File: config.mk
export PLATFORM = sky130hd
export DESIGN_NAME = pit_channel
export DESIGN_NICKNAME = d
export VERILOG_FILES = /design/src/rtl/pit_pkg.sv /design/src/rtl/pit_edge_sampler.sv /design/src/rtl/pit_count_load.sv /design/src/rtl/pit_channel.sv
export SDC_FILE = /design/constraint.sdc
export NUM_CORES = 1
export LEC_CHECK = 0
export BUFFER_PORTS_ARGS = -buffer_cell sky130_fd_sc_hd__clkbuf_2
export CAP_MARGIN = 0
export CORE_MARGIN = 2
export CORE_UTILIZATION = 51
export CTS_CLUSTER_DIAMETER = 80
export DETAILED_ROUTE_END_ITERATION = 10
export PLACE_DENSITY_LB_ADDON = 0.15
export SYNTH_ARGS = -nofsm -noshare
export SYNTH_HDL_FRONTEND = slang
export SYNTH_SLANG_ARGS = --single-unit
File: constraint.sdc
create_clock -name clk -period 2.1 [get_ports clk]
set_clock_uncertainty 0.1 [all_clocks]
set_input_delay 0.42 -clock clk [delete_from_list [all_inputs] [get_ports clk]]
set_output_delay 0.42 -clock clk [all_outputs]
set_load 0.02 [all_outputs]
File: src/rtl/pit_pkg.sv
package pit_pkg;

  localparam int BYTE_W = 8;
  localparam int CNT_W  = 2 * BYTE_W;

  typedef enum logic [1:0] {
    ACC_NONE = 2'b00,
    ACC_LO   = 2'b01,
    ACC_HI   = 2'b10,
    ACC_LOHI = 2'b11
  } acc_e;

  typedef enum logic {
    MD_TC_IRQ  = 1'b0,
    MD_ONESHOT = 1'b1
  } mode_e;

  // one decrement step; wraps 0 -> all ones
  function automatic logic [CNT_W-1:0] ce_next(input logic [CNT_W-1:0] v);
    return v - CNT_W'(1);
  endfunction

  // true when the step taken from v lands on zero
  function automatic logic hits_zero(input logic [CNT_W-1:0] v);
    return v == CNT_W'(1);
  endfunction

  // a single byte in its lane, the other lane cleared
  function automatic logic [CNT_W-1:0] place_byte(input logic [BYTE_W-1:0] b,
                                                 input logic hi);
    return hi ? {b, {BYTE_W{1'b0}}} : {{BYTE_W{1'b0}}, b};
  endfunction

endpackage

File: src/rtl/pit_edge_sampler.sv
module pit_edge_sampler #(
  parameter int STAGES = 2
) (
  input  logic clk,
  input  logic rst_n,
  input  logic async_in,
  output logic level_o,
  output logic prev_o
);

  logic [STAGES-1:0] sync_q;
  logic              prev_q;

  always_ff @(posedge clk) begin
    if (!rst_n) begin
      sync_q <= '0;
      prev_q <= 1'b0;
    end else begin
      sync_q[0] <= async_in;
      for (int i = 1; i < STAGES; i++) begin
        sync_q[i] <= sync_q[i-1];
      end
      prev_q <= sync_q[STAGES-1];
    end
  end

  assign level_o = sync_q[STAGES-1];
  assign prev_o  = prev_q;

endmodule

File: src/rtl/pit_count_load.sv
module pit_count_load
  import pit_pkg::*;
(
  input  logic              clk,
  input  logic              rst_n,
  input  logic              ctl_accept,
  input  logic [1:0]        ctl_access,
  input  logic              cnt_we,
  input  logic [BYTE_W-1:0] cnt_data,
  output logic [CNT_W-1:0]  cr_o,
  output logic              first_o,
  output logic              done_o
);

  acc_e             acc_q;
  logic             hi_next_q;
  logic [CNT_W-1:0] cr_q;
  logic             wr_ok;

  // a control write in the same cycle wins over a count byte
  assign wr_ok   = cnt_we && !ctl_accept;
  assign first_o = wr_ok && (acc_q == ACC_LOHI) && !hi_next_q;
  assign done_o  = wr_ok && ((acc_q == ACC_LO) || (acc_q == ACC_HI) ||
                             ((acc_q == ACC_LOHI) && hi_next_q));

  always_ff @(posedge clk) begin
    if (!rst_n) begin
      acc_q     <= ACC_NONE;
      hi_next_q <= 1'b0;
      cr_q      <= '0;
    end else if (ctl_accept) begin
      acc_q     <= acc_e'(ctl_access);
      hi_next_q <= 1'b0;
    end else if (wr_ok) begin
      unique case (acc_q)
        ACC_LO:   cr_q <= place_byte(cnt_data, 1'b0);
        ACC_HI:   cr_q <= place_byte(cnt_data, 1'b1);
        ACC_LOHI: begin
          if (!hi_next_q) cr_q <= place_byte(cnt_data, 1'b0);
          else            cr_q[CNT_W-1:BYTE_W] <= cnt_data;
          hi_next_q <= !hi_next_q;
        end
        default:  ;
      endcase
    end
  end

  assign cr_o = cr_q;

endmodule

File: src/rtl/pit_channel.sv
module pit_channel
  import pit_pkg::*;
#(
  parameter int SYNC_STAGES = 2
) (
  input  logic              clk,
  input  logic              rst_n,
  input  logic              ctl_we,
  input  logic              ctl_mode,
  input  logic [1:0]        ctl_access,
  input  logic              cnt_we,
  input  logic [BYTE_W-1:0] cnt_data,
  input  logic              tclk_in,
  input  logic              gate_in,
  output logic              timer_out
);

  // synchronized inputs
  logic tclk_lvl, tclk_prev, gate_lvl, gate_prev;

  pit_edge_sampler #(.STAGES(SYNC_STAGES)) u_tclk_smp (
    .clk(clk), .rst_n(rst_n), .async_in(tclk_in),
    .level_o(tclk_lvl), .prev_o(tclk_prev)
  );

  pit_edge_sampler #(.STAGES(SYNC_STAGES)) u_gate_smp (
    .clk(clk), .rst_n(rst_n), .async_in(gate_in),
    .level_o(gate_lvl), .prev_o(gate_prev)
  );

  // count register and byte sequencing
  logic             ctl_accept, cnt_first, cnt_done;
  logic [CNT_W-1:0] cr_q;

  assign ctl_accept = ctl_we && (ctl_access != ACC_NONE);

  pit_count_load u_cr (
    .clk(clk), .rst_n(rst_n), .ctl_accept(ctl_accept), .ctl_access(ctl_access),
    .cnt_we(cnt_we), .cnt_data(cnt_data),
    .cr_o(cr_q), .first_o(cnt_first), .done_o(cnt_done)
  );

  // channel state
  mode_e            mode_q;
  logic [CNT_W-1:0] ce_q;
  logic             out_q;
  logic             counting_q;
  logic             load_pend_q;
  logic             armed_q;
  logic             trig_pend_q;

  // named events; the sampler resets low, so every fall follows a rise
  logic wr_busy, tclk_pulse, gate_rise, trig_evt, load_evt, dec_evt;

  assign wr_busy    = ctl_accept || cnt_first || cnt_done;
  assign tclk_pulse = tclk_prev && !tclk_lvl;
  assign gate_rise  = gate_lvl && !gate_prev;
  assign trig_evt   = (mode_q == MD_ONESHOT) && armed_q && gate_rise && !wr_busy;
  assign load_evt   = tclk_pulse && !wr_busy &&
                      ((mode_q == MD_ONESHOT) ? trig_pend_q : load_pend_q);
  assign dec_evt    = tclk_pulse && !wr_busy && !load_evt && counting_q &&
                      ((mode_q == MD_ONESHOT) || gate_lvl);

  always_ff @(posedge clk) begin
    if (!rst_n) begin
      mode_q      <= MD_TC_IRQ;
      ce_q        <= '0;
      out_q       <= 1'b0;
      counting_q  <= 1'b0;
      load_pend_q <= 1'b0;
      armed_q     <= 1'b0;
      trig_pend_q <= 1'b0;
    end else if (ctl_accept) begin
      mode_q      <= mode_e'(ctl_mode);
      out_q       <= ctl_mode;
      counting_q  <= 1'b0;
      load_pend_q <= 1'b0;
      armed_q     <= 1'b0;
      trig_pend_q <= 1'b0;
    end else if (cnt_first) begin
      if (mode_q == MD_TC_IRQ) begin
        out_q       <= 1'b0;
        counting_q  <= 1'b0;
        load_pend_q <= 1'b0;
      end
    end else if (cnt_done) begin
      if (mode_q == MD_TC_IRQ) begin
        out_q       <= 1'b0;
        load_pend_q <= 1'b1;
      end else begin
        armed_q     <= 1'b1;
      end
    end else begin
      if (load_evt) begin
        ce_q        <= cr_q;
        counting_q  <= 1'b1;
        load_pend_q <= 1'b0;
        trig_pend_q <= 1'b0;
        if (mode_q == MD_ONESHOT) out_q <= 1'b0;
      end else if (dec_evt) begin
        ce_q <= ce_next(ce_q);
        if (hits_zero(ce_q)) out_q <= 1'b1;
      end
      if (trig_evt) trig_pend_q <= 1'b1;
    end
  end

  assign timer_out = out_q;

endmodule

==> results.txt, run 1 <==
status: finished, final reports clean
Synth Area per Inst: 8.777 sq um
Reg2Reg Depth: 7
sw frac: 24.15%
Logic pwr share: 9.3%
maximum VDD drop: 0.4708 mV
Async SR Flop Fraction: 0%
final hold viol count: 0
P&R area growth vs syn: 14.41%
Synth warnings: 0
pre-CTS setup slack: 0.006154 ns
RSZ-0062 raised after global routing: no
antenna viol nets, final: 0
FP Rows: 24
CTS tree: yes
root buffer cell: clkbuf_8
Critical Path RT: 2.21 ns
final core area utilization: 61.91%
later-pin clock latency in the skew report: 0.31 ns
dpl cells: 343
WS Path Type: flop to flop
clock power share: 38.3%
Maximum Capacitance Violations: 0
vias in the first global route: 1907
synth cell count leaders: 47 x dfxtp_1, 34 x nand2_1, 24 x nand3_1
area share of the largest cell type after synthesis: 39.13%
WL final: 5273 microns
f_max: 501.9 MHz
Worst-Margin Slew: 0.5228 ns
largest net degree at the start of global routing: 30
Hold Path Stages: 2
Max H-tree Level: 2
launching point of the worst reg2reg path: mode_q
top-count cell post-synth: dfxtp_1
Top FF cell, synth: dfxtp_1
Initial Utilization: 54.11%
I/O Buffers: 17
GPL Wtd Cong: 0.8486
net switching power: 0.0004247 W
startpoint types: flop
total CTS buffers: 5
DRC viols: 0
Antenna Cells: 0
Post-synth EDFFs: 0
gr ovfl total: 0
Cell Area, Synth: 2405 sq um
GRT Util Overall: 21.54%
DIE HEIGHT: 72.67 microns
Core Box Area: 4444 sq um
crit path capture type: flop
Worst-path clk slew: 0.09 ns
dominant cells by area after synthesis: dfxtp_1 39%, nand2_1 5.3%, nand3_1 5.0%
Final period util: 94.89%
num ports: 18
Die ar.: 5281 sq um
Vias/cell: 5.777
non-filler cells, final: 354
Int Pwr: 0.001334 W
Reg2Reg Setup Slack: 0.11 ns
min-delay src: tclk_in
crit path from: mode_q
Total Neg Setup Slack: 0 ns
LEAKAGE: 1.061 nW
die width: 72.67 microns
cell count after synthesis: 274
DR pass1 iterations: 4
routed len/inst: 14.90 microns
clock sinks: 47
layout net count: 323
final setup margin: 0.1074 ns
top cell type by total area after synthesis: dfxtp_1
critical path arrival: 2.10 ns
Synth Register Bits: 47
power per cell area: 639.2 nW/um^2
syn_nets: 296
Starting DRT DRC Count: 125
first-pass GRT wire length: 8990 microns
Slew HR: 64.83%
max-slew violations: 0
vias: 2045
Setup Viol. Count Final: 0
layout cell share with drive strength beyond 1: 22.52%
Reg power frac: 52.4%
CTS Buffer Depth: 2
post-synthesis sequential area ratio: 39.13%
HPWL after detailed placement: 3793 microns
HP Class: primary input to flop
Yosys cell types: 55
fin crit period: 1.993 ns
initial antenna violation count: 0
crit path max fanout: 10
cells in the final DEF (no fill, tap or decap), types with 3 or more instances in the layout:
| cell type | count |
|---|---|
| dfxtp_1 | 46 |
| nand2_1 | 34 |
| nand3_1 | 24 |
| clkbuf_2 | 17 |
| buf_4 | 15 |
| a21oi_1 | 13 |
| o21ai_0 | 13 |
| nor2_1 | 12 |
| a21boi_0 | 11 |
| a21boi_1 | 11 |
| inv_1 | 8 |
| and2_1 | 7 |
| o21a_1 | 7 |
| clkbuf_8 | 5 |
| nand4_1 | 4 |
| a31oi_1 | 4 |
| a311oi_1 | 4 |
| ha_1 | 4 |
| nand2b_1 | 3 |
| a211oi_1 | 3 |
| nor3_1 | 3 |
| o221ai_1 | 3 |
final cells by class:
| class | count | area [sq um] |
|---|---|---|
| clock buffer | 5 | 68.82 |
| clock inverter | 3 | 43.79 |
| fill | 413 | 1693 |
| inverter | 8 | 30.03 |
| multi-input combinational | 206 | 1384 |
| sequential | 47 | 942.2 |
| tap | 52 | 65.06 |
| timing repair buffer | 33 | 217.7 |
through the flow:
stage | hold WS, ns | cell area (sq um) | power [W]
after floorplan | 0.3119 | 2405 | 0.001043
after global placement | 0.3208 | 2580 | 0.001098
after detailed placement | 0.3203 | 2580 | 0.001099
after CTS | 0.2157 | 2696 | 0.001760
after global routing | 0.2248 | 2751 | 0.001819
final | 0.2183 | 2751 | 0.001759
what timing repair did:
action / CTS / global route
pin swaps: 1 / 2
gates resized for setup: 1 / 5
setup buffers: 0 / 3
hold buffers: 0 / 0
endpoints found under the setup margin: 3 / 15
power by group through the flow:
stage | Sequential (W) | Clock (W) | Combinational (W)
4_1_cts | 0.000921 | 0.000679 | 0.000159
6_report | 0.000922 | 0.000673 | 0.000164
3_3_place_gp | 0.000942 | 0 | 0.000156
3_5_place_dp | 0.000942 | 0 | 0.000157
2_1_floorplan | 0.000939 | 0 | 0.000103
5_1_grt | 0.000924 | 0.000711 | 0.000184
flip-flops by register name, indices dropped and copies added, names as in the netlist:
signal	flops
u_cr.acc_q	2
u_gate_smp.prev_o	1
trig_pend_q	1
u_tclk_smp.sync_q	2
u_cr.cr_o	16
ce_q	16
armed_q	1
u_gate_smp.sync_q	2
load_pend_q	1
counting_q	1
mode_q	1
u_tclk_smp.prev_o	1
timer_out	1
u_cr.hi_next_q	1
layer usage:
| metal | GRT usage [%] | share of wire [%] | up-vias |
|---|---|---|---|
| li1 | - | - | 1046 |
| met1 | 31.19 | 51 | 949 |
| met2 | 32.93 | 44 | 42 |
| met3 | 3.729 | 3.9 | 8 |
| met4 | 6.173 | 1.2 | 0 |
| met5 | 0 | 0 | - |
worst paths after layout:
kind,endpoint
worst max-delay path,ce_q[9]
worst min-delay path,u_tclk_smp.sync_q[0]
worst max register to register,ce_q[9]
worst min register to register,u_gate_smp.sync_q[1]
kinds of logic (layout without fill, tap and decap cells):
| logic type | Yosys count | after routing | share of synthesized area, % |
|---|---|---|---|
| AND/OR/NAND/NOR | 109 | 109 | 25.23 |
| AO/OA/AOI/OAI | 85 | 85 | 25.91 |
| flip-flops | 47 | 47 | 39.13 |
| buffers and inverters | 21 | 49 | 4.266 |
| adder cells (fa/ha/maj) | 5 | 5 | 2.601 |
| XOR/XNOR | 4 | 4 | 1.457 |
| multiplexers | 3 | 3 | 1.405 |
worst max-delay path, cell delays in order, from the launching register on:
cell     delay, ns
dfxtp_1       0.56
mux2_2        0.40
nand4_2       0.19
o21ai_4       0.11
buf_12        0.14
buf_4         0.13
o21a_1        0.09
o21a_1        0.16
No activity file was read; power rests on OpenSTA's default activity.
==> run 2: changes to the inputs <==
Settings changed: CORE_ASPECT_RATIO set to 1.2.
==> results.txt, run 2 (synthesis results as in run 1) <==
gr ovfl total: 0 (unchanged)
maximum VDD drop: 0.4112 mV (-13%)
vias in the first global route: 1927 (+1.0%)
WL final: 5365 microns (+1.7%)
most frequent CP cell: o21ai_4
Worst-Margin Slew: 0.5469 ns (+0.02413 ns)
DRC viols: 0 (unchanged)
pre-CTS setup slack: 0.04964 ns (+0.04348 ns)
Die ar.: 5283 sq um (about the same)
final setup margin: 0.09391 ns (-0.01348 ns)
Reg2Reg Depth: 8 (+1)
largest net degree at the start of global routing: 34 (+13%)
Worst-path clk slew: 0.08 ns (about the same)
vias: 2080 (+1.7%)
Max H-tree Level: 2 (unchanged)
initial antenna violation count: 0 (unchanged)
num ports: 18 (unchanged)
launching point of the worst reg2reg path: u_cr.acc_q[1]
biggest cell delay along the critical path: 0.32 ns (-0.24 ns)
status: finished, final reports clean
FILL cells: 420 (+1.7%)
worst hold slack: 0.2256 ns (+0.007240 ns)
Post-CTS Hold Buffers: 0 (unchanged)
die width: 66.69 microns (-8.2%)
FP Rows: 27 (+13%)
Core Box Area: 4561 sq um (+2.6%)
grt peak-use layer: met2
I/O Buffers: 17 (unchanged)
Initial Utilization: 52.73% (-1.4 points)
met2 GRT Util: 33.30% (+0.37 points)
routed len/inst: 14.86 microns (-0.23%)
crit path capture type: flop
HPWL after detailed placement: 3826 microns (+0.86%)
final hold viol count: 0 (unchanged)
layout cell share with drive strength beyond 1: 22.44% (-0.074 points)
startpoint types: flop
met3 GRT Util: 4.249% (+0.52 points)
final instance area: 2793 sq um (+1.5%)
most common cell after layout, fill and taps aside: dfxtp_1
WS Path Type: flop to flop
Hold Path Stages: 2 (unchanged)
crit path max fanout: 10 (unchanged)
Worst Hold Endpoint: u_gate_smp.sync_q[0]
later-pin clock latency in the skew report: 0.30 ns (about the same)
DIE HEIGHT: 79.22 microns (+9.0%)
GRT Util Overall: 22.01% (+0.47 points)
GPL Wtd Cong: 0.8280 (-2.4%)
Critical Path RT: 2.20 ns (about the same)
power per cell area: 632.4 nW/um^2 (-1.1%)
area of placed instances: 2615 sq um (+1.4%)
min-delay src: gate_in
Slew HR: 63.54% (-1.3 points)
critical path arrival: 2.10 ns (about the same)
Starting DRT DRC Count: 81 (-35%)
HP Class: primary input to flop
Worst path slowest cell: dfxtp_1
clock sinks: 47 (unchanged)
Vias/cell: 5.762 (-0.26%)
Final period util: 95.53% (+0.64 points)
final core area utilization: 61.23% (-0.67 points)
max-slew violations: 0 (unchanged)
layout net count: 324 (+0.31%)
commonest non-fill, non-tap cells in the layout: 47 x dfxtp_1, 34 x nand2_1, 24 x nand3_1, 17 x clkbuf_2, 15 x buf_4
met1 Use GR: 30.72% (-0.46 points)
Maximum Capacitance Violations: 0 (unchanged)
LEAKAGE: 1.059 nW (-0.14%)
Setup Viol. Count Final: 0 (unchanged)
Antenna Cells: 0 (unchanged)
Reg2Reg Setup Slack: 0.09 ns (about the same)
root buffer cell: clkbuf_8
antenna viol nets, final: 0 (unchanged)
total CTS buffers: 5 (unchanged)
P&R area growth vs syn: 16.13%
CTS Buffer Depth: 2 (unchanged)
fin crit period: 2.006 ns (+0.01348 ns)
DR pass1 iterations: 4 (unchanged)
reg-to-reg critical path endpoint: ce_q[11]
CP cell instances: buf_4, ha_1, o21ai_4, nand4_4, buf_12, o21ai_4, a21oi_1, a311oi_1
CTS tree: yes
first-pass GRT wire length: 9052 microns (+0.69%)
f_max: 498.5 MHz (-0.67%)
run 2: cell count changes in the layout (fill, tap and decap cells not counted):
cell	previous run	this run
nand4_2	1	0
nand4_4	0	1
nor3b_2	2	3
o21ai_2	1	0
o21ai_4	1	2
dfxtp_1	46	47
dfxtp_2	1	0
nor3b_4	1	0
clkbuf_16	0	1
run 2: critical path: cells and delay by family (launching register included):
kind	cells	cell delay (ns)
compound gates	4	0.76
buf+inv	2	0.34
flops	1	0.32
fa+ha+maj	1	0.25
simple gates	1	0.15
run 2: final cells by class:
class                      instances  area (sq um)  share of cell area (%)
clock inverter                     3         43.79                   1.568
tap                               58         72.57                   2.599
inverter                           8         30.03                   1.075
clock buffer                       5         68.82                   2.464
sequential                        47         940.9                   33.69
multi-input combinational        206          1394                   49.91
timing repair buffer              34         242.7                   8.692
run 2: worst max path at each step:
stage	start	depth (start not counted)	slack, ns	endpoint
finish	u_cr.acc_q[1]	8	0.09	ce_q[11]
global route	u_cr.acc_q[1]	8	-0.01	ce_q[11]
CTS	u_cr.acc_q[0]	8	0.03	ce_q[11]
detailed placement	u_cr.acc_q[0]	8	0.05	ce_q[11]
global placement	u_cr.acc_q[0]	6	0.11	timer_out
floorplan	u_cr.acc_q[0]	8	0.15	ce_q[5]
run 2: stage by stage:
step / cells / setup TNS [ns] / power [W]
floorplan: 274 / 0 / 0.001043
global placement: 351 / 0 / 0.001099
detailed placement: 351 / 0 / 0.001101
CTS: 359 / 0 / 0.001764
global route: 361 / -0.009847 / 0.001834
finish: 361 / 0 / 0.001766
run 2: what timing repair did:
| action | in CTS | in global routing |
|---|---|---|
| setup buffers | 0 | 1 |
| setup endpoints to repair | 0 | 12 |
| resized for setup | 0 | 4 |
run 2: routing by layer:
metal / up-vias / routed length [microns]
met5: - / 0
met1: 984 / 2600
met4: 0 / 74
li1: 1050 / -
met2: 36 / 2519
met3: 10 / 171
run 2: where the power goes:
part	internal (W)	switching (W)	total [W]
clock	0.000355	0.000318	0.000673
sequential	0.000908	0.0000106	0.000919
combinational	0.0000752	0.0000993	0.000174
==> run 3: changes to the inputs <==
Settings changed: CAP_MARGIN 0 to unset, CORE_UTILIZATION 51 to 57.
==> results.txt, run 3 (synthesis results as in run 1) <==
status: finished, final reports clean
maximum VDD drop: 0.4660 mV (+13%)
FILL cells: 359 (-15%)
max-slew violations: 0 (unchanged)
fin crit period: 2.026 ns (+0.01958 ns)
final hold viol count: 0 (unchanged)
Reg2Reg Setup Slack: 0.07 ns (-0.02 ns)
routed len/inst: 15.16 microns (+2.0%)
launching point of the worst reg2reg path: u_cr.acc_q[0]
Starting DRT DRC Count: 98 (+21%)
Critical Path RT: 2.24 ns (+0.04 ns)
f_max: 493.7 MHz (-0.97%)
most common cell after layout, fill and taps aside: dfxtp_1
die width: 63.30 microns (-5.1%)
gr ovfl total: 0 (unchanged)
DIE HEIGHT: 75.16 microns (-5.1%)
Worst-path clk slew: 0.09 ns (about the same)
layout cell share with drive strength beyond 1: 23.28% (+0.84 points)
GRT Util Overall: 24.23% (+2.2 points)
reg-to-reg critical path endpoint: ce_q[5]
Reg power frac: 52.6% (+0.6 points)
crit path from: u_cr.acc_q[0]
I/O Buffers: 17 (unchanged)
Maximum Capacitance Violations: 0 (unchanged)
Die ar.: 4757 sq um (-10%)
HP Class: primary input to flop
net switching power: 0.0004168 W (-2.6%)
power per cell area: 630.6 nW/um^2 (-0.29%)
WL final: 5444 microns (+1.5%)
first-pass GRT wire length: 9080 microns (+0.31%)
antenna viol nets, final: 0 (unchanged)
Worst-Margin Slew: 0.5266 ns (-0.02032 ns)
Initial Utilization: 60.06% (+7.3 points)
FP Rows: 25 (-7.4%)
initial antenna violation count: 0 (unchanged)
num ports: 18 (unchanged)
Logic pwr share: 9.4% (-0.5 points)
Core Box Area: 4004 sq um (-12%)
most frequent CP cell: buf_4
root buffer cell: clkbuf_8
CTS Buffer Depth: 2 (unchanged)
CTS tree: yes
Worst path slowest cell: dfxtp_2
crit path capture type: flop
CP delay by family, top: compound AO/OA/AOI/OAI gates
startpoint types: flop
Vias/cell: 5.841 (+1.4%)
Hold Path Stages: 2 (unchanged)
vias: 2097 (+0.82%)
layout net count: 326 (+0.62%)
commonest non-fill, non-tap cells in the layout: 46 x dfxtp_1, 34 x nand2_1, 24 x nand3_1, 17 x clkbuf_2, 17 x buf_4
vias in the first global route: 1945 (+0.93%)
DR pass1 iterations: 4 (unchanged)
non-filler cells, final: 359 (-0.55%)
Setup Viol. Count Final: 0 (unchanged)
crit path max fanout: 5 (-5)
DRC viols: 0 (unchanged)
Final period util: 96.46% (+0.93 points)
Buffers & Inverters on Critical Path: 4 (+2)
WS Path Type: flop to flop
Slew HR: 64.57% (+1.0 points)
clock power share: 38.0% (about the same)
largest net degree at the start of global routing: 32 (-5.9%)
critical path arrival: 2.16 ns (+0.06 ns)
WP depth: 10 (+2)
Antenna Cells: 0 (unchanged)
later-pin clock latency in the skew report: 0.30 ns (about the same)
clock sinks: 47 (unchanged)
GPL Wtd Cong: 0.8923 (+7.8%)
Reg2Reg Depth: 10 (+2)
Max H-tree Level: 2 (unchanged)
worst setup path end: ce_q[5]
HPWL after detailed placement: 3891 microns (+1.7%)
biggest cell delay along the critical path: 0.35 ns (+0.03 ns)
total CTS buffers: 5 (unchanged)
sw frac: 23.82% (-0.41 points)
P&R area growth vs syn: 15.40%
Int Pwr: 0.001333 W (-0.38%)
worst hold slack: 0.2242 ns (-0.001388 ns)
LEAKAGE: 1.080 nW (+1.9%)
dpl cells: 347 (-1.1%)
CP cell instances: inv_1, ha_1, o21ai_2, buf_4, nand2_2, o21ai_4, buf_4, buf_4, o21ai_1, a21oi_1
[run 3: worst register-to-register path: stages, from the launching register on]
cell and delay (ns):
dfxtp_2 0.35, inv_1 0.06, ha_1 0.33, o21ai_2 0.17
buf_4 0.15, nand2_2 0.10, o21ai_4 0.23, buf_4 0.17
buf_4 0.10, o21ai_1 0.06, a21oi_1 0.15
[run 3: final cells by class]
class	instances	area [sq um]	share of cell area, %
clock buffers	5	68.82	2.480
multi-input cells	206	1370	49.37
flip-flops and latches	47	942.2	33.95
clock inverters	3	43.79	1.578
repair buffers	36	252.7	9.107
well taps	54	67.56	2.435
inverters	8	30.03	1.082
[run 3: layer usage]
layer / track usage, % / vias up / part of all wire (%)
met3: 4.185 / 7 / 2.5
li1: - / 1053 / -
met2: 41.84 / 26 / 48
met1: 31.78 / 1011 / 48
met4: 6.763 / 0 / 1.2
met5: 0 / - / 0
[run 3: timing repair]
action / CTS / global route
setup buffers: 1 / 3
gates resized for setup: 0 / 5
setup endpoints to repair: 4 / 14
hold buffers: 0 / 0
pin swaps: 1 / 2
[run 3: worst min path at each step]
stage	slack [ns]	startpoint	to
after detailed placement	0.33	u_gate_smp.sync_q[0]	u_gate_smp.sync_q[1]
after CTS	0.22	gate_in	u_gate_smp.sync_q[0]
after global placement	0.32	u_gate_smp.sync_q[0]	u_gate_smp.sync_q[1]
after global routing	0.23	tclk_in	u_tclk_smp.sync_q[0]
final	0.22	gate_in	u_gate_smp.sync_q[0]
after floorplan	0.31	u_gate_smp.sync_q[0]	u_gate_smp.sync_q[1]
[run 3: stage by stage]
stage | util [%] | worst slack, ns | setup TNS [ns] | total power (W) | cell area [sq um]
5_1_grt | 69.31 | -0.004977 | -0.006761 | 0.001812 | 2775
3_3_place_gp | 65.19 | 0.06542 | 0 | 0.001099 | 2610
4_1_cts | 68.19 | 0.001134 | 0 | 0.001764 | 2730
3_5_place_dp | 65.19 | -0.04091 | -0.05714 | 0.001102 | 2610
2_1_floorplan | - | 0.1546 | 0 | 0.001043 | 2405
6_report | 69.31 | 0.07434 | 0 | 0.001750 | 2775
[run 3: power by group through the flow]
stage	logic [W]	registers [W]	clock network (W)
after detailed placement	0.000162	0.000941	0
final	0.000164	0.000920	0.000666
after global placement	0.000159	0.000940	0
after global routing	0.000182	0.000922	0.000708
after CTS	0.000163	0.000920	0.000681
after floorplan	0.000103	0.000939	0
